$ cat config.mk
export PLATFORM = sky130hd
export DESIGN_NAME = bicolor_led_ctrl
export DESIGN_NICKNAME = d
export VERILOG_FILES = /design/src/rtl/bled_pkg.sv /design/src/rtl/bled_bus_sync.sv /design/src/rtl/bled_regs.sv /design/src/rtl/bled_timebase.sv /design/src/rtl/bled_stretch.sv /design/src/rtl/bicolor_led_ctrl.sv
export SDC_FILE = /design/constraint.sdc
export NUM_CORES = 1
export LEC_CHECK = 0
export ABC_CLOCK_PERIOD_IN_PS = 3200
export BUFFER_PORTS_ARGS = -buffer_cell sky130_fd_sc_hd__buf_2
export CAP_MARGIN = 20
export CORE_ASPECT_RATIO = 1.2
export CORE_UTILIZATION = 35
export DETAILED_ROUTE_END_ITERATION = 16
export PLACE_DENSITY_LB_ADDON = 0.25
export SLEW_MARGIN = 0
export SYNTH_ARGS = -nofsm -noshare
export SYNTH_HDL_FRONTEND = slang
export SYNTH_SLANG_ARGS = --single-unit
$ cat constraint.sdc
create_clock -name clk_i -period 3.2 [get_ports clk_i]
set_input_delay 0.16 -clock clk_i [delete_from_list [all_inputs] [get_ports clk_i]]
set_output_delay 0.16 -clock clk_i [all_outputs]
set_load 0.02 [all_outputs]
$ cat src/rtl/bled_pkg.sv
package bled_pkg;
  localparam int PHASES = 12;
  localparam int PWM_SLOTS = 7;

  typedef logic [2:0] code_t;
  typedef struct packed {
    logic blue;
    logic red;
  } color_t;

  // phase is in 0.5 s units over a 6 s frame
  function automatic color_t pattern(input code_t mode, input logic [3:0] ph,
                                     input logic disk, input logic busy);
    color_t c;
    logic [3:0] m6;
    logic       lo2;
    m6  = ph % 4'd6;
    lo2 = (ph[1:0] < 2'd2);
    c.blue = 1'b0;
    c.red  = 1'b0;
    case (mode)
      3'd1: c.blue = disk ? ~busy : 1'b1;
      3'd2: c.red  = 1'b1;
      3'd3: c.blue = lo2;
      3'd4: c.red  = lo2;
      3'd5: begin c.blue = (m6 < 4'd5); c.red = ~(m6 < 4'd5); end
      3'd6: begin c.blue = lo2; c.red = ~lo2; end
      3'd7: c.blue = disk ? 1'b1 : (m6 == 4'd0);
      default: ;
    endcase
    return c;
  endfunction
endpackage

$ cat src/rtl/bled_bus_sync.sv
module bled_bus_sync (
  input  logic clk_i,
  input  logic rst_ni,
  input  logic en_i,
  output logic wr_o
);
  logic [2:0] en_q;

  always_ff @(posedge clk_i or negedge rst_ni) begin
    if (!rst_ni) en_q <= '0;
    else         en_q <= {en_q[1:0], en_i};
  end

  assign wr_o = en_q[1] & ~en_q[2];

  p_single_write_r2: assert property (@(posedge clk_i) disable iff (!rst_ni)
    wr_o |=> !wr_o);
endmodule

$ cat src/rtl/bled_regs.sv
module bled_regs import bled_pkg::*; (
  input  logic            clk_i,
  input  logic            rst_ni,
  input  logic            wr_i,
  input  logic [2:0]      addr_i,
  input  code_t           data_i,
  output logic [7:0][2:0] regs_o
);
  always_ff @(posedge clk_i or negedge rst_ni) begin
    if (!rst_ni)   regs_o <= '0;
    else if (wr_i) regs_o[addr_i] <= data_i;
  end

  p_hold_r2: assert property (@(posedge clk_i) disable iff (!rst_ni)
    !wr_i |=> $stable(regs_o));
endmodule

$ cat src/rtl/bled_timebase.sv
module bled_timebase import bled_pkg::*; #(
  parameter int TICK_CYC = 25_000_000
) (
  input  logic       clk_i,
  input  logic       rst_ni,
  output logic [3:0] phase_o,
  output logic [2:0] slot_o
);
  localparam int TW = (TICK_CYC > 1) ? $clog2(TICK_CYC) : 1;
  localparam logic [TW-1:0] TICK_LAST = TW'(TICK_CYC - 1);

  logic [TW-1:0] tick_cnt;
  logic          tick;

  assign tick = (tick_cnt == TICK_LAST);

  always_ff @(posedge clk_i or negedge rst_ni) begin
    if (!rst_ni) begin
      tick_cnt <= '0;
      phase_o  <= '0;
    end else begin
      tick_cnt <= tick ? '0 : tick_cnt + 1'b1;
      if (tick) phase_o <= (phase_o == 4'(PHASES - 1)) ? 4'd0 : phase_o + 4'd1;
    end
  end

  always_ff @(posedge clk_i or negedge rst_ni) begin
    if (!rst_ni) slot_o <= '0;
    else         slot_o <= (slot_o == 3'(PWM_SLOTS - 1)) ? 3'd0 : slot_o + 3'd1;
  end

  p_phase_wrap_r6: assert property (@(posedge clk_i) disable iff (!rst_ni)
    (tick && phase_o == 4'(PHASES - 1)) |=> phase_o == 4'd0);
  p_phase_step_r6: assert property (@(posedge clk_i) disable iff (!rst_ni)
    !tick |=> $stable(phase_o));
endmodule

$ cat src/rtl/bled_stretch.sv
module bled_stretch #(
  parameter int LANES    = 5,
  parameter int HOLD_CYC = 2_500_000
) (
  input  logic             clk_i,
  input  logic             rst_ni,
  input  logic [LANES-1:0] act_ni,
  output logic [LANES-1:0] busy_o
);
  localparam int HW = $clog2(HOLD_CYC + 1);
  localparam logic [HW-1:0] HOLD = HW'(HOLD_CYC);

  for (genvar i = 0; i < LANES; i++) begin : g_lane
    logic [1:0]    sync_q;
    logic [HW-1:0] cnt_q;
    logic          act_s;

    always_ff @(posedge clk_i or negedge rst_ni) begin
      if (!rst_ni) sync_q <= 2'b11;
      else         sync_q <= {sync_q[0], act_ni[i]};
    end
    assign act_s = ~sync_q[1];

    always_ff @(posedge clk_i or negedge rst_ni) begin
      if (!rst_ni)            cnt_q <= '0;
      else if (act_s)         cnt_q <= HOLD;
      else if (cnt_q != '0)   cnt_q <= cnt_q - 1'b1;
    end

    assign busy_o[i] = act_s | (cnt_q != '0);

    p_stretch_r8: assert property (@(posedge clk_i) disable iff (!rst_ni)
      act_s |=> busy_o[i]);
  end
endmodule

$ cat src/rtl/bicolor_led_ctrl.sv
module bicolor_led_ctrl import bled_pkg::*; #(
  parameter int CLK_HZ      = 50_000_000,
  parameter int STRETCH_DIV = 20
) (
  input  logic       clk_i,
  input  logic       rst_ni,
  input  logic [2:0] bus_addr_i,
  input  logic [2:0] bus_data_i,
  input  logic       bus_en_i,
  input  logic [4:0] disk_act_ni,
  output logic       front_blue_o,
  output logic       front_red_o,
  output logic [4:0] disk_blue_o,
  output logic [4:0] disk_red_o
);
  localparam int NDISK    = 5;
  localparam int TICK_CYC = CLK_HZ / 2;
  localparam int HOLD_CYC = CLK_HZ / STRETCH_DIV;
  localparam int A_FMODE  = 0;
  localparam int A_FBRT   = 1;
  localparam int A_DBRT   = 2;
  localparam int A_DMODE0 = 3;

  logic            wr;
  logic [7:0][2:0] regs;
  logic [3:0]      phase;
  logic [2:0]      slot;
  logic [NDISK-1:0] busy;

  bled_bus_sync u_sync (
    .clk_i, .rst_ni, .en_i(bus_en_i), .wr_o(wr)
  );

  bled_regs u_regs (
    .clk_i, .rst_ni, .wr_i(wr), .addr_i(bus_addr_i), .data_i(bus_data_i),
    .regs_o(regs)
  );

  bled_timebase #(.TICK_CYC(TICK_CYC)) u_tb (
    .clk_i, .rst_ni, .phase_o(phase), .slot_o(slot)
  );

  bled_stretch #(.LANES(NDISK), .HOLD_CYC(HOLD_CYC)) u_act (
    .clk_i, .rst_ni, .act_ni(disk_act_ni), .busy_o(busy)
  );

  color_t front_c;
  logic   front_on;
  logic   disk_on;

  assign front_c  = pattern(regs[A_FMODE], phase, 1'b0, 1'b0);
  assign front_on = (slot < regs[A_FBRT]);
  assign disk_on  = (slot < regs[A_DBRT]);

  always_ff @(posedge clk_i or negedge rst_ni) begin
    if (!rst_ni) begin
      front_blue_o <= 1'b0;
      front_red_o  <= 1'b0;
    end else begin
      front_blue_o <= front_c.blue & front_on;
      front_red_o  <= front_c.red  & front_on;
    end
  end

  for (genvar i = 0; i < NDISK; i++) begin : g_disk
    color_t c;
    assign c = pattern(regs[A_DMODE0 + i], phase, 1'b1, busy[i]);

    always_ff @(posedge clk_i or negedge rst_ni) begin
      if (!rst_ni) begin
        disk_blue_o[i] <= 1'b0;
        disk_red_o[i]  <= 1'b0;
      end else begin
        disk_blue_o[i] <= c.blue & disk_on;
        disk_red_o[i]  <= c.red  & disk_on;
      end
    end

    p_disk_excl_r5: assert property (@(posedge clk_i) disable iff (!rst_ni)
      !(disk_blue_o[i] && disk_red_o[i]));
    p_disk_dark_r9: assert property (@(posedge clk_i) disable iff (!rst_ni)
      (regs[A_DBRT] == 3'd0) |=> !(disk_blue_o[i] || disk_red_o[i]));
  end

  p_front_excl_r5: assert property (@(posedge clk_i) disable iff (!rst_ni)
    !(front_blue_o && front_red_o));
  p_front_dark_r4: assert property (@(posedge clk_i) disable iff (!rst_ni)
    (regs[A_FBRT] == 3'd0) |=> !(front_blue_o || front_red_o));
  p_front_full_r4: assert property (@(posedge clk_i) disable iff (!rst_ni)
    (regs[A_FBRT] == 3'd7 && regs[A_FMODE] == 3'd1) |=> front_blue_o);
endmodule

### Word-level counts from Yosys, hierarchy flattened

Index checks and enable logic that the tools add are counted.

* add/subtract/negate cells: 8
* $mul: 0
* divide/modulo/power cells: 1
* $lt $le $gt $ge: 6
* eq/ne operators: 50
* shift operators: 0
* muxes and demuxes: 28
* bitwise logic cells: 31
* reduce and logical (&&, ||, !) cells: 13

Operators with widths (number)
* 2-to-1 mux 22 bit: 10
* nonzero test 22 bit: 5
* subtractor 22 x 1 -> 22 bit, second input constant: 5
* == test 3 bit, second input constant: 25
* case mux 1 bit (4 select lines): 12
* == test 3 x 2 -> 1 bit, second input constant: 12
* adder 25 x 1 -> 25 bit, second input constant: 1
* == test 25 bit, second input constant: 1
* 2-to-1 mux 25 bit: 1
* bitwise mux 24 bit: 1
* == test 3 x 1 -> 1 bit, second input constant: 6
* bitwise AND 1 bit: 13
* NOT 1 bit: 13
* OR reduction 2 bit: 6
* inequality test 2 bit, second input constant: 5
* demux 3 bit (select 3 bit): 1
* less-than comparator 3 bit: 2
* 2-to-1 mux 3 bit: 2
* bitwise OR 1 bit: 5
* adder 4 x 1 -> 4 bit, second input constant: 1
* == test 4 bit, second input constant: 1
* zero test 4 bit: 1
* less-than comparator 3 x 4 -> 1 bit, second input constant: 1
* less-than comparator 4 x 3 -> 1 bit, second input constant: 1
* other kinds (6): 6

* bits in registers: 191
* bits in latches: 0
* memory bits (writable): 0
* bits in read-only memories: 0
* bits of input ports: 14
* output and inout port bits: 12
* logic and storage cells: 171
* memories kept: 0

### Longest topological paths before layout

* word-level depth: 5
* mapped depth: 10
* depth with buffers taken out: 7

### Modules after synthesis

A second synthesis with hierarchy kept.

* cell total of the unflattened synthesis: 968
* area total of the unflattened synthesis: 10000.8 µm²

By module, submodules not included
* bled_stretch: instances 1, cells each 634, area an instance 6278.5 µm², seq. area each 3015.4 µm²
* bled_timebase: instances 1, cells each 150, area an instance 1580.3 µm², seq. area each 800.8 µm²
* bicolor_led_ctrl: instances 1, cells each 124, area an instance 1043.5 µm², seq. area each 300.3 µm²
* bled_regs: instances 1, cells each 56, area an instance 1009.7 µm², seq. area each 600.6 µm²
* bled_bus_sync: instances 1, cells each 4, area an instance 88.8 µm², seq. area each 75.1 µm²

### Worst setup path before layout

No wires, ideal clock.

* kind: flip-flop to flip-flop
* from: register u_act.g_lane[1].cnt_q[0]
* to: register u_act.g_lane[1].cnt_q[20]
* library setup time: 0.078 ns
* arrival time: 2.328 ns
* required time: 3.122 ns
* path slack: 0.794 ns
* cell stages (with the launch flop): 9
* path buffers: 2
* period minus slack after synthesis: 2.406 ns
* path through: dfrtp_1 inv_1 ha_1 or3b_2 clkbuf_1 or4_1 buf_2 or4_1 a21boi_1

* longest elaborated chain between the ends: 3
* elaborated cells between the ends (all ways): 5
* classes of those cells: add/sub: 1; eq/ne: 1; mux: 2; reduce/logical: 1

RTL lines
* start: declaration: line bled_stretch.sv:15 `logic [HW-1:0] cnt_q;`
* start signal: assignment: line bled_stretch.sv:27 `else if (cnt_q != '0) cnt_q <= cnt_q - 1'b1;`
* subtractor 22 x 1 -> 22 bit: line bled_stretch.sv:27
* 2-to-1 mux 22 bit: line bled_stretch.sv:27
* 2-to-1 mux 22 bit: line bled_stretch.sv:26 `else if (act_s) cnt_q <= HOLD;`

Several ways; a longest one is shown, not always the timed one. The select of a mux whose other input is x is not followed.
A chain may end at the register's enable or synchronous reset.

### Worst setup path in the final report

* from: register u_act.g_lane[4].cnt_q[4]
* to: register u_act.g_lane[4].cnt_q[21]

* longest elaborated chain between the ends: 3
* elaborated cells between the ends (all ways): 5
* classes of those cells: add/sub: 1; eq/ne: 1; mux: 2; reduce/logical: 1

RTL lines (line)
* start: declaration: bled_stretch.sv:15
* start signal: assignment: bled_stretch.sv:27
* subtractor 22 x 1 -> 22 bit: bled_stretch.sv:27
* 2-to-1 mux 22 bit: bled_stretch.sv:27
* 2-to-1 mux 22 bit: bled_stretch.sv:26

Several ways; a longest one is shown, not always the timed one. The select of a mux whose other input is x is not followed.

==> results.md <==
* Post-synth cell types at 64
* Post-synthesis sequential area ratio at 0.489
* Number of warnings reported in the yosys synthesis log at 0
* Post-Route Setup TNS at 0 ns
* Die height at 185 um
* Critical Path Start Type: flip-flop
* Share of the clock period used by the worst path at 0.822
* Residual antenna-violating net count after detailed routing at 0
* Core Rows at 66
* Result of the run: completed
* Total via count after detailed routing at 7224
* Instance count on the critical path at 5
* Main flop type after synthesis: sky130_fd_sc_hd__dfrtp_1
* DRT Wirelength at 20.1 mm
* Setup Viol. Count Final at 0
* Layout filler cell count at 2704
* Ratio of routed vias to standard cells at 5.17
* Post-Syn Area at 0.00980 mm2
* Element type at the critical path end: flip-flop
* Maximum vdd ir drop at 0.000227 V
* Area of the core at 0.0273 mm2
* Wire length of the first global-routing pass at 34.5 mm
* Drc violations at 0
* FFs w/ async S/R, synth at 1.00
* Transition time at the pin with the least slew margin at 0.922 ns
* Area Growth Syn to Fin at 12.4%
* Combined buffer and inverter count along the critical path at 0
* Clock buffers created by TritonCTS at 17
* Multi-input gate area in the final layout at 0.00477 mm2
* Tot GR Track Use at 0.149
* Final RePlAce weighted congestion at 0.804
* Crit path kind: flip-flop to flip-flop
* Max-slew violation total from the final report at 0
* Register cell area after layout at 0.00479 mm2
* Mean Syn Cell Area at 9.98 um2
* Internal power consumption at 0.00401 W
* Clock tree sinks at 191
* Final critical-path setup slack at 0.569 ns
* Worst reg2reg path depth at 5
* Gr ovfl total at 0
* Psw at 0.00160 W
* Period minus WS final at 2.63 ns
* Share of layout cells above drive strength 1 at 0.129
* Number of global-route vias before repair at 7121
* Clock Latency Late Sink at 0.44 ns
* Final cell count without fillers at 1397
* Area share of the leading cell type in the synthesized netlist at 0.462
* Clock-pin slew on the worst setup and hold paths at 0.07 ns
* Placed cell count at 1357
* Routed wire length per instance at 14.4 um
* Required time worst endpoint at 3.52 ns
* Worst Hold Depth at 2
* Power density cells at 509 mW/mm2
* Maximum fanout encountered on the critical timing path at 13
* Top cells by area in the synthesized netlist: sky130_fd_sc_hd__dfrtp_1, sky130_fd_sc_hd__xor2_1, sky130_fd_sc_hd__mux2_2, sky130_fd_sc_hd__nor2_1, sky130_fd_sc_hd__xnor2_1
* Cell family contributing the most delay on the critical path: simple AND/OR/NAND/NOR gates
* Cell mode on critical path: sky130_fd_sc_hd__or4_1
* Initial Utilization at 0.359
* CTS Buffer Depth at 2
* Cell type contributing the most total cell area after synthesis: sky130_fd_sc_hd__dfrtp_1
* Lkg Pwr at 4.34 nW
* Postcts setup bufs at 0
* Worst min-delay path category: primary input to flip-flop
* H-tree Lvls at 4
* Final Hold Viols at 0
* Count of port buffers added during placement at 25
* WP data arrival at 2.95 ns
* Unrepaired setup endpoints after global routing: no
* Ordered cell list for the critical path: or4_1 > or4_1 > nor3_4 > nor3_1 > mux2_2
* Post-synthesis instance total at 982
* Clock tree from TritonCTS: built
* Antenna violations before repair at 3
* Number of synthesized flops with an enable pin at 0
* Sequential power share at 0.499
* Post-Place Setup Slack at 0.576 ns
* Max-cap violation count at 0
* Clock root buffer: sky130_fd_sc_hd__clkbuf_16
* Highest-delay cell along the critical path: sky130_fd_sc_hd__or4_1
* Post-route clock skew at 0.0131 ns
* Relative contribution of combinational cells to total power at 0.130
* Max frequency at 380 MHz
* Maximum number of pins on one net before global-route repair at 66
* Number of iterations in the first detailed-routing pass at 4
* Peak per-stage delay on the critical path at 0.60 ns
* Syn_nets at 1010
* Clock share of power at 0.371
* Flops & latches, synth at 191
* Switching share of power at 0.285
* Drt initial violations at 326
* Count of boundary I/O pins at 26
* Worst slew margin at 0.381
* Detailed-placement wirelength estimate at 13.4 mm
* Floorplan die width at 155 um
* Count of nets after finishing at 1037
* Full die area at 0.0287 mm2
==> cells by family after synthesis <==
logic type,share of synthesized area
XOR/XNOR,0.0706
buffers and inverters,0.0251
adder cells (fa/ha/maj),0.0189
multiplexers,0.0392
AO/OA/AOI/OAI,0.114
AND/OR/NAND/NOR,0.244
flip-flops,0.489
==> per-layer routing <==
layer,track usage,part of all wire,vias to the layer above
met3,0.0309,0.027,23
met2,0.245,0.47,84
met1,0.196,0.49,3511
met5,0,0.00089,-
li1,-,-,3602
met4,0.0487,0.013,4
==> metrics by stage <==
stage	power (W)	instance area [um2]	hold slack, ns	utilization
finish	0.00561	11000	0.129	0.403
global route	0.00591	11000	0.134	0.403
floorplan	0.00333	9800	-0.136	-
detailed placement	0.00358	10400	0.211	0.379
global placement	0.00356	10400	0.206	0.379
CTS	0.00570	11000	0.117	0.403
==> worst register-to-register path: cells and delay by family, from the launching register on <==
| family | cells | cell delay (ns) |
|---|---|---|
| flops | 1 | 0.43 |
| mux | 1 | 0.29 |
| simple gates | 4 | 1.81 |
==> state kept, by name, indices dropped and copies added (netlist names) <==
name / count
u_act.g_lane.sync_q: 10
disk_red_o: 5
u_tb.phase_o: 4
front_red_o: 1
u_tb.tick_cnt: 25
u_tb.slot_o: 3
u_act.g_lane.cnt_q: 110
u_sync.en_q: 3
disk_blue_o: 5
front_blue_o: 1
u_regs.regs_o: 24
==> path summary, 6_finish.rpt <==
| path | startpoint | endpoint | slack [ns] |
|---|---|---|---|
| setup / recovery | u_act.g_lane[4].cnt_q[4] | u_act.g_lane[4].cnt_q[21] | 0.57 |
| hold / removal | bus_data_i[2] | u_regs.regs_o[20] | 0.13 |
| setup reg to reg | u_act.g_lane[4].cnt_q[4] | u_act.g_lane[4].cnt_q[21] | 0.57 |
| hold reg to reg | u_act.g_lane[0].sync_q[0] | u_act.g_lane[0].sync_q[1] | 0.36 |
| max in group asynchronous | rst_ni | u_act.g_lane[0].sync_q[0] | 2.12 |
| min in group asynchronous | rst_ni | u_act.g_lane[3].cnt_q[11] | 0.29 |
==> what timing repair did <==
action | in CTS | in global routing
hold buffers | 7 | 0
endpoints found under the hold margin | 63 | 0
gates resized for setup | 0 | 0
endpoints found under the setup margin | 0 | 0
==> cell usage in the layout (no fill, tap or decap), types with 11 or more instances in the layout <==
master	count
sky130_fd_sc_hd__xnor2_1	33
sky130_fd_sc_hd__o211ai_1	19
sky130_fd_sc_hd__or2_2	14
sky130_fd_sc_hd__o21ai_0	53
sky130_fd_sc_hd__o31ai_1	14
sky130_fd_sc_hd__a21boi_0	12
sky130_fd_sc_hd__nor3b_1	11
sky130_fd_sc_hd__nand2b_1	16
sky130_fd_sc_hd__a21oi_1	16
sky130_fd_sc_hd__dfrtp_1	181
sky130_fd_sc_hd__nand3_1	33
sky130_fd_sc_hd__clkbuf_16	17
sky130_fd_sc_hd__nand2_1	76
sky130_fd_sc_hd__or4_1	24
sky130_fd_sc_hd__buf_2	24
sky130_fd_sc_hd__nor2_1	79
sky130_fd_sc_hd__mux2_2	27
sky130_fd_sc_hd__nor3_1	38
sky130_fd_sc_hd__and2_1	23
sky130_fd_sc_hd__nand4_1	12
sky130_fd_sc_hd__nor4_1	36
sky130_fd_sc_hd__ha_1	14
sky130_fd_sc_hd__inv_1	25
sky130_fd_sc_hd__or3_1	21
sky130_fd_sc_hd__xor2_1	46
sky130_fd_sc_hd__nor2b_1	16
==> cells in the mapped netlist (10+ instances only) <==
| master | count |
|---|---|
| sky130_fd_sc_hd__or3_1 | 21 |
| sky130_fd_sc_hd__a21oi_1 | 16 |
| sky130_fd_sc_hd__or2_2 | 14 |
| sky130_fd_sc_hd__nand2_1 | 76 |
| sky130_fd_sc_hd__o211ai_1 | 19 |
| sky130_fd_sc_hd__nand3b_1 | 10 |
| sky130_fd_sc_hd__nor2b_1 | 16 |
| sky130_fd_sc_hd__xnor2_1 | 33 |
| sky130_fd_sc_hd__mux2_2 | 27 |
| sky130_fd_sc_hd__o31ai_1 | 14 |
| sky130_fd_sc_hd__xor2_1 | 46 |
| sky130_fd_sc_hd__nor3b_1 | 11 |
| sky130_fd_sc_hd__and2_1 | 23 |
| sky130_fd_sc_hd__ha_1 | 14 |
| sky130_fd_sc_hd__inv_1 | 25 |
| sky130_fd_sc_hd__nor4_1 | 37 |
| sky130_fd_sc_hd__nand3_1 | 33 |
| sky130_fd_sc_hd__nor3_1 | 38 |
| sky130_fd_sc_hd__o21ai_0 | 53 |
| sky130_fd_sc_hd__clkbuf_1 | 28 |
| sky130_fd_sc_hd__dfrtp_1 | 181 |
| sky130_fd_sc_hd__nand4_1 | 12 |
| sky130_fd_sc_hd__nand2b_1 | 16 |
| sky130_fd_sc_hd__dfstp_2 | 10 |
| sky130_fd_sc_hd__a21boi_0 | 12 |
| sky130_fd_sc_hd__nor2_1 | 79 |
| sky130_fd_sc_hd__or4_1 | 24 |
==> power by group through the flow <==
stage / logic [W] / registers [W] / clock network [W]
global placement: 0.000714 / 0.00284 / 0
global route: 0.000824 / 0.00284 / 0.00225
floorplan: 0.000507 / 0.00282 / 0
CTS: 0.000741 / 0.00280 / 0.00216
finish: 0.000728 / 0.00280 / 0.00208
detailed placement: 0.000730 / 0.00285 / 0
==> final cells by class <==
cell class              count  area share
well taps                 374      0.0425
repair buffers             44      0.0290
diodes                      1    0.000227
inverters                  25     0.00852
flip-flops and latches    191       0.435
multi-input cells         730       0.433
clock buffers              19      0.0411
clock inverters            13      0.0108
No activity file was read; power rests on OpenSTA's default activity.
